<file path="config.mk">
export PLATFORM = sky130hd
export DESIGN_NAME = run_gate
export DESIGN_NICKNAME = d
export VERILOG_FILES = /design/src/rtl/run_gate_pkg.sv /design/src/rtl/run_ctrl.sv /design/src/rtl/event_counter.sv /design/src/rtl/run_gate.sv
export SDC_FILE = /design/constraint.sdc
export NUM_CORES = 1
export LEC_CHECK = 0
export ABC_AREA = 1
export BUFFER_PORTS_ARGS = -buffer_cell sky130_fd_sc_hd__buf_2
export CAP_MARGIN = 15
export CELL_PAD_IN_SITES_DETAIL_PLACEMENT = 0
export CELL_PAD_IN_SITES_GLOBAL_PLACEMENT = 1
export CORE_MARGIN = 2
export CORE_UTILIZATION = 41
export DETAILED_ROUTE_END_ITERATION = 7
export PLACE_DENSITY_LB_ADDON = 0.1
export SLEW_MARGIN = 40
export SYNTH_ARGS = -nofsm -noshare
export SYNTH_HDL_FRONTEND = slang
export SYNTH_SLANG_ARGS = --single-unit
</file>
<file path="constraint.sdc">
create_clock -name clk_i -period 2 [get_ports clk_i]
set_clock_uncertainty 0.1 [all_clocks]
set_input_delay 0 -clock clk_i [delete_from_list [all_inputs] [get_ports clk_i]]
set_output_delay 0 -clock clk_i [all_outputs]
set_load 0.005 [all_outputs]
</file>
<file path="src/rtl/run_gate_pkg.sv">
package run_gate_pkg;
  typedef enum logic [1:0] {
    CMD_ARM      = 2'd0,
    CMD_STOP     = 2'd1,
    CMD_CLR_TS   = 2'd2,
    CMD_CLR_TRIG = 2'd3
  } cmd_e;

  typedef enum logic [1:0] {
    RUN_IDLE = 2'd0,
    RUN_WAIT = 2'd1,
    RUN_GO   = 2'd2
  } run_state_e;
endpackage

</file>
<file path="src/rtl/run_ctrl.sv">
module run_ctrl
  import run_gate_pkg::*;
#(
  parameter int unsigned DELAY_CYCLES = 12500
) (
  input  logic clk_i,
  input  logic rst_ni,
  input  logic cmd_valid_i,
  input  cmd_e cmd_i,
  output logic go_o
);
  localparam int unsigned CNT_W = $clog2(DELAY_CYCLES + 1);
  localparam logic [CNT_W-1:0] LOAD = CNT_W'(DELAY_CYCLES - 1);

  run_state_e       state_q, state_d;
  logic [CNT_W-1:0] cnt_q, cnt_d;

  wire arm_cmd  = cmd_valid_i && (cmd_i == CMD_ARM);
  wire stop_cmd = cmd_valid_i && (cmd_i == CMD_STOP);

  always_comb begin
    state_d = state_q;
    cnt_d   = cnt_q;
    unique case (state_q)
      RUN_IDLE: if (arm_cmd) begin
        state_d = RUN_WAIT;
        cnt_d   = LOAD;
      end
      RUN_WAIT: begin
        if (stop_cmd)            state_d = RUN_IDLE;   // cancel pending rise
        else if (cnt_q == '0)    state_d = RUN_GO;
        else                     cnt_d   = cnt_q - 1'b1;
      end
      RUN_GO:   if (stop_cmd) state_d = RUN_IDLE;
      default:  state_d = RUN_IDLE;
    endcase
  end

  always_ff @(posedge clk_i or negedge rst_ni) begin
    if (!rst_ni) begin
      state_q <= RUN_IDLE;
      cnt_q   <= '0;
    end else begin
      state_q <= state_d;
      cnt_q   <= cnt_d;
    end
  end

  assign go_o = (state_q == RUN_GO);

  // independent count of cycles spent waiting, for checking only
  logic [CNT_W-1:0] waited_q;
  always_ff @(posedge clk_i or negedge rst_ni) begin
    if (!rst_ni)                 waited_q <= '0;
    else if (state_q == RUN_WAIT) waited_q <= waited_q + 1'b1;
    else                         waited_q <= '0;
  end

  p_delay_len_r3: assert property (@(posedge clk_i) disable iff (!rst_ni)
    $rose(go_o) |-> waited_q == CNT_W'(DELAY_CYCLES));
  p_arm_ignored_r4: assert property (@(posedge clk_i) disable iff (!rst_ni)
    (go_o && arm_cmd) |=> go_o);
  p_stop_r5: assert property (@(posedge clk_i) disable iff (!rst_ni)
    stop_cmd |=> !go_o);
endmodule

</file>
<file path="src/rtl/event_counter.sv">
module event_counter #(
  parameter int unsigned W = 48
) (
  input  logic         clk_i,
  input  logic         rst_ni,
  input  logic         clr_i,
  input  logic         inc_i,
  output logic [W-1:0] cnt_o
);
  logic [W-1:0] cnt_q;

  always_ff @(posedge clk_i or negedge rst_ni) begin
    if (!rst_ni)    cnt_q <= '0;
    else if (clr_i) cnt_q <= '0;          // clear wins over increment
    else if (inc_i) cnt_q <= cnt_q + 1'b1; // wraps silently
  end

  assign cnt_o = cnt_q;

  p_clear_r6_r7: assert property (@(posedge clk_i) disable iff (!rst_ni)
    clr_i |=> cnt_o == '0);
  p_step_r8_r9: assert property (@(posedge clk_i) disable iff (!rst_ni)
    (!clr_i && inc_i) |=> cnt_o == W'($past(cnt_o) + 1'b1));
  p_hold_r11: assert property (@(posedge clk_i) disable iff (!rst_ni)
    (!clr_i && !inc_i) |=> $stable(cnt_o));
endmodule

</file>
<file path="src/rtl/run_gate.sv">
module run_gate
  import run_gate_pkg::*;
#(
  parameter int unsigned DELAY_CYCLES = 12500,
  parameter int unsigned TS_W         = 48,
  parameter int unsigned TRIG_W       = 32
) (
  input  logic              clk_i,
  input  logic              rst_ni,
  input  logic              cmd_valid_i,
  input  logic [1:0]        cmd_i,
  input  logic              trig_i,
  input  logic              ts_tick_i,
  output logic              trig_o,
  output logic              ts_tick_o,
  output logic              go_o,
  output logic [TS_W-1:0]   ts_o,
  output logic [TRIG_W-1:0] trig_cnt_o
);
  cmd_e cmd;
  logic go;
  assign cmd = cmd_e'(cmd_i);

  run_ctrl #(.DELAY_CYCLES(DELAY_CYCLES)) u_ctrl (
    .clk_i      (clk_i),
    .rst_ni     (rst_ni),
    .cmd_valid_i(cmd_valid_i),
    .cmd_i      (cmd),
    .go_o       (go)
  );

  assign trig_o    = trig_i & go;
  assign ts_tick_o = ts_tick_i & go;
  assign go_o      = go;

  event_counter #(.W(TS_W)) u_ts (
    .clk_i (clk_i),
    .rst_ni(rst_ni),
    .clr_i (cmd_valid_i && (cmd == CMD_CLR_TS)),
    .inc_i (ts_tick_o),
    .cnt_o (ts_o)
  );

  event_counter #(.W(TRIG_W)) u_trig (
    .clk_i (clk_i),
    .rst_ni(rst_ni),
    .clr_i (cmd_valid_i && (cmd == CMD_CLR_TRIG)),
    .inc_i (trig_o),
    .cnt_o (trig_cnt_o)
  );

  p_gate_low_r1: assert property (@(posedge clk_i) disable iff (!rst_ni)
    !go_o |-> (!trig_o && !ts_tick_o));
  p_pass_r2: assert property (@(posedge clk_i) disable iff (!rst_ni)
    go_o |-> (trig_o == trig_i && ts_tick_o == ts_tick_i));
  p_frozen_r11: assert property (@(posedge clk_i) disable iff (!rst_ni)
    (!go_o && !cmd_valid_i) |=> ($stable(ts_o) && $stable(trig_cnt_o)));
endmodule

</file>
==> results.cfg, run 1 <==
[floorplan]
die_area_um2 = 15900
ios = 90
core_region_area_um2 = 14500
fp.dieW_um = 126
die_y_um = 126
initial_utilization_pct = 42.1
fp-row-count = 44

[yosys]
synth_ff_type = dfrtp_1
synth-edff-count = 0
ys_async_sr_fraction_pct = 100
seq_area_frac_synth_pct = 39.3
synth-seq-cells = 96
synth_nets = 940
yosysUniqueCellTypes = 41
synth_top_area_share_pct = 39.3
synth_common_cells = 273 x nand2_1, 195 x nor2_1, 114 x inv_1
synth.most_common_cell = nand2_1
synth_area_leaders = dfrtp_1 39%, nand2_1 17%, nor2_1 12%
synthesis.area_um2 = 6110
synthCells = 930
synth_warnings = 0
yosys.area.top_type = dfrtp_1
syn_area_per_cell_um2 = 6.57

[timing]
hold_viol = 0
fin_crit_sh_pct = 94.9
rsz0062_at_grt = true
drv_slew = 0
tightest_slew_ns = 0.504
fin_crit_ns = 1.90
fin_ws_ns = 0.101
max_freq_mhz = 527
finalSetupViolations = 0
maxSlewHeadroom_pct = 66.4

[critical_path]
timing.rr.end = u_ts.cnt_o[41]
r2r_slack_ns = 0.10
crit_top_cell = nor2_1
reg2reg_from = u_ts.cnt_o[2]
path_buf_inv = 0
worst-path-max-fanout = 5
cp_data_arrival_time_ns = 2.05
worst_ep_required_time_ns = 2.15
ff2ff_path_depth = 7
cp_top_family = simple AND/OR/NAND/NOR gates
cp-start-kind = register
slowest_delay_ns = 0.43
cp-end-kind = register
critPathKind = register to register
crit_path_cell_trace = nand3_1 -> nor2_1 -> nand2_1 -> nor2_1 -> nand3_1 -> nor3_1 -> nor2_1
cp_slowest_cell = dfrtp_1

[min_path]
whs_path_depth = 4
hold_start = cmd_i[1]
min_to = u_trig.cnt_o[0]
hold_class = input port to register

[route]
drt-initial-drc-count = 305
ant_nets = 0
drc_errors = 0
via_count = 6092
via_per_inst = 4.90
dr.pass1.iters = 4
post_drt_wl_per_cell_um = 14.0
postRouteWirelength_um = 17400

[finish]
diodes = 0
post-route-util_pct = 51.0
area_delta_synth_final_pct = 21.2
nets = 1065
drive_above_1_share_pct = 16.3
fillers = 1513
stdcell_count = 1244

[clock_tree]
cts_tree = yes
cts_buffers = 9
clk_latency_ns = 0.36
clock-sinks = 96
cts_max_level = 3
cts_buffer_depth = 2
cts_root_buf = clkbuf_16
cts.reportedPaths.clkPinSlew_ns = 0.07

[pwr]
power.density_nw_per_um2 = 745
ir_drop_mv = 0.365
fin_total_pwr_mw = 5.52
leakage_nw = 3.64

[placed_design]
hpwlAfterDp_um = 13100
gp_congestion = 0.841
dp_slack_ns = 0.0849
portBuffers = 89
placed_cells = 1220

[global_routing]
met1_usage_pct = 32.1
grt.busiest_layer = met2
grt_usage_pct = 22.9
gr-usage-met3_pct = 3.19
globalRouteOverflowTotal = 0
grt_max_degree = 48
use_met2_pct = 36.6
grt_pass1_vias = 5859
antenna_found_initial = 0
grt_first_pass_wirelength_um = 29700

[status]
status = completed

[run]
drv_cap = 0
## tightest hold or removal path, cell delays in order
cell and delay (ns):
buf_2 0.10, nand3_1 0.13, nand2_4 0.12, o21ai_0 0.07
## how the worst max path moves through the flow
stage	slack (ns)	depth (start not counted)	start	to
after floorplan	0.22	10	u_ctrl.cnt_q[0]	u_ctrl.cnt_q[8]
after global placement	0.06	7	u_ts.cnt_o[2]	u_ts.cnt_o[23]
after detailed placement	0.08	7	u_ts.cnt_o[2]	u_ts.cnt_o[23]
after CTS	0.06	7	u_ts.cnt_o[2]	u_ts.cnt_o[23]
after global routing	-0.02	7	u_ts.cnt_o[2]	u_ts.cnt_o[41]
final	0.10	7	u_ts.cnt_o[2]	u_ts.cnt_o[41]
## state kept, by name, summed over array words and instances (netlist names)
| name | count |
|---|---|
| u_ctrl.state_q | 2 |
| u_ts.cnt_o | 48 |
| u_trig.cnt_o | 32 |
| u_ctrl.cnt_q | 14 |
## metal layers
layer | part of all wire, % | vias up
met5 | 0 | -
met1 | 48 | 2730
met2 | 46 | 131
met4 | 2.3 | 0
li1 | - | 3206
met3 | 4.2 | 25
## cell families after synthesis
group	synth area share, %
AND/OR/NAND/NOR	43.3
buffers and inverters	8.37
flip-flops	39.3
AO/OA/AOI/OAI	7.37
XOR/XNOR	1.00
adder cells (fa/ha/maj)	0.614
## metrics by stage
step	TNS, ns	area (µm²)	hold WS, ns
6_report	0	7410	0.0189
5_1_grt	-0.0639	7410	0.0778
4_1_cts	0	7370	0.0127
3_5_place_dp	0	6970	-0.169
3_3_place_gp	0	6970	-0.171
2_1_floorplan	0	6110	-0.396
## timing repair
item,4_1_cts,5_1_grt
hold endpoints to repair,97,0
setup buffers,0,2
setup endpoints to repair,0,22
resized for setup,0,10
hold buffers,6,0
## report_power, final
group          switching (mW)  internal, mW  leakage (nW)
logic                   0.748         0.436          2.17
clock network           0.800          1.20         0.161
registers               0.218          2.12          1.31
## layout make-up
cell class | instances | area [µm²] | area share [%]
tap | 184 | 230 | 3.11
sequential | 96 | 2400 | 32.4
timing repair buffer | 128 | 763 | 10.3
clock inverter | 4 | 75.1 | 1.01
clock buffer | 12 | 267 | 3.60
inverter | 117 | 442 | 5.96
multi-input combinational | 703 | 3230 | 43.6
## cells in the final DEF (no fill, tap or decap), drive strengths merged, types with 2 or more instances in the layout
| cell | Yosys | final |
|---|---|---|
| inv | 116 | 116 |
| nor2 | 207 | 207 |
| ha | 3 | 3 |
| a31oi | 2 | 2 |
| dfrtp | 96 | 96 |
| o21bai | 4 | 4 |
| nand3 | 74 | 74 |
| buf | 9 | 123 |
| dlygate4sd3 | 0 | 5 |
| nand4 | 27 | 27 |
| nor3 | 13 | 13 |
| clkbuf | 5 | 12 |
| bufinv | 0 | 2 |
| nand3b | 5 | 5 |
| xor2 | 6 | 6 |
| o21ai | 46 | 46 |
| or2 | 2 | 2 |
| clkinvlp | 0 | 2 |
| a21oi | 24 | 24 |
| nand2 | 276 | 276 |
| and2 | 2 | 2 |
| nor3b | 3 | 3 |
(Power assumes the default switching activity.)
==> inputs of run 2 (changes only) <==
PLACE_DENSITY = 0.9   (was unset)
PLACE_DENSITY_LB_ADDON = unset   (was 0.1)
==> results.cfg, run 2 (same netlist as run 1, synthesis figures left out) <==
[finish]
diodes = 0
final_common_cell = nand2_1
nets = 1057
fillers = 1509
drive_above_1_share_pct = 15.5
mostFrequentLayoutCells = 273 x nand2_1, 193 x nor2_1, 112 x inv_1
area_delta_synth_final_pct = 19.3
largest_reg_flops = 48

[route]
drt-met1-wl_um = 8200
top_layer = met4
postRouteWirelength_um = 16800
via_per_inst = 5.03
wl_met3_um = 809
drt-initial-drc-count = 430
dr.pass1.iters = 5
post_drt_wl_per_cell_um = 13.6
routed-wl-met2_um = 7350
ant_nets = 0
via_count = 6221
drc_errors = 0

[global_routing]
grt_pass1_vias = 5955
grt_first_pass_wirelength_um = 28600
grt_usage_pct = 22.0
globalRouteOverflowTotal = 0
antenna_found_initial = 0
grt_max_degree = 48

[timing]
finalSetupViolations = 0
drv_slew = 0
fin_ws_ns = 0.128
fin_crit_ns = 1.87
tightest_slew_ns = 0.515
max_freq_mhz = 534
hold_viol = 0
setup_tns_ns = 0
maxSlewHeadroom_pct = 65.7
rsz0062_at_grt = true
fin_crit_sh_pct = 93.6

[clock_tree]
cts_tree = yes
cts.reportedPaths.clkPinSlew_ns = 0.07
clk_latency_ns = 0.36
cts_max_level = 3
cts_root_buf = clkbuf_16
cts_buffer_depth = 2
cts_buffers = 9
clock-sinks = 96

[critical_path]
worst_ep_required_time_ns = 2.15
cp-end-kind = register
cp_data_arrival_time_ns = 2.02
cp-start-kind = register
path_buf_inv = 0
critPathKind = register to register
slowest_delay_ns = 0.42
cp_top_family = simple AND/OR/NAND/NOR gates
crit_path_cell_trace = ha_2 -> nand3_2 -> nor2_4 -> nand2_1 -> nor2_4 -> nand2_1 -> nor3b_1 -> nor2_1
worst-path-max-fanout = 5
cp_slowest_cell = dfrtp_1

[min_path]
hold_class = input port to register

[floorplan]
ios = 90
fp.dieW_um = 126
initial_utilization_pct = 42.1
core_region_area_um2 = 14500
die_y_um = 126
fp-row-count = 44
die_area_um2 = 15900

[pwr]
leakage_nw = 3.59
power.density_nw_per_um2 = 731
ir_drop_mv = 0.453

[run]
drv_cap = 0

[placed_design]
gp_congestion = 0.888
dp_slack_ns = 0.0729
hpwlAfterDp_um = 12800
portBuffers = 89

[status]
status = completed
[run 2: changes by cell type in the layout (fill, tap and decap cells not counted), moves of 2 or more]
cell and change:
clkinvlp_4 -2, clkinv_2 +2, nor2_4 -2, buf_4 -6
clkbuf_1 +2
[run 2: worst paths after layout]
kind                                       start                 to  slack, ns  cells past startpoint
worst max-delay path             u_trig.cnt_o[1]   u_trig.cnt_o[18]       0.13                      8
worst min-delay path                    cmd_i[1]  u_ctrl.state_q[1]       0.02                      6
worst max register to register   u_trig.cnt_o[1]   u_trig.cnt_o[18]       0.13                      8
worst min register to register  u_ctrl.cnt_q[13]   u_ctrl.cnt_q[13]       0.42                      2
max in group asynchronous                 rst_ni    u_trig.cnt_o[3]       1.02                      3
min in group asynchronous                 rst_ni     u_ts.cnt_o[14]       0.06                      2
[run 2: power breakdown]
part	switching, mW	leakage (nW)	internal (mW)
registers	0.219	1.31	2.12
logic	0.767	2.13	0.431
clock network	0.762	0.150	1.04
[run 2: cell type report]
class | instances | area [µm²] | share of cell area, %
sequential | 96 | 2400 | 33.0
clock inverter | 3 | 40.0 | 0.549
timing repair buffer | 120 | 703 | 9.64
inverter | 117 | 442 | 6.05
tap | 184 | 230 | 3.16
multi-input combinational | 703 | 3220 | 44.1
clock buffer | 13 | 260 | 3.57
[run 2: routing by layer]
metal | track usage [%] | vias up
met5 | 0 | -
met4 | 8.34 | 0
met3 | 3.91 | 30
met2 | 34.7 | 163
met1 | 30.3 | 2854
li1 | - | 3174
[run 2: timing repair]
action	4_1_cts	5_1_grt
setup buffers	0	2
hold buffers	4	0
hold endpoints to repair	71	0
resized for setup	0	7
setup endpoints to repair	0	16
[run 2: stage by stage]
step	power, mW	cell area [µm²]	cells	hold slack, ns	utilization, %
after CTS	5.37	7270	1234	0.00946	50.0
after floorplan	3.08	6110	930	-0.396	-
after global placement	3.55	6930	1214	-0.0991	47.6
final	5.34	7290	1236	0.0175	50.2
after detailed placement	3.56	6930	1214	-0.0985	47.6
after global routing	5.66	7290	1236	0.0434	50.2
[run 2: worst min-delay path: cells and delay by family]
kind / cells / cell delay, ns
buffers and inverters: 2 / 0.18
AO/OA/AOI/OAI: 1 / 0.07
AND/OR/NAND/NOR: 3 / 0.18
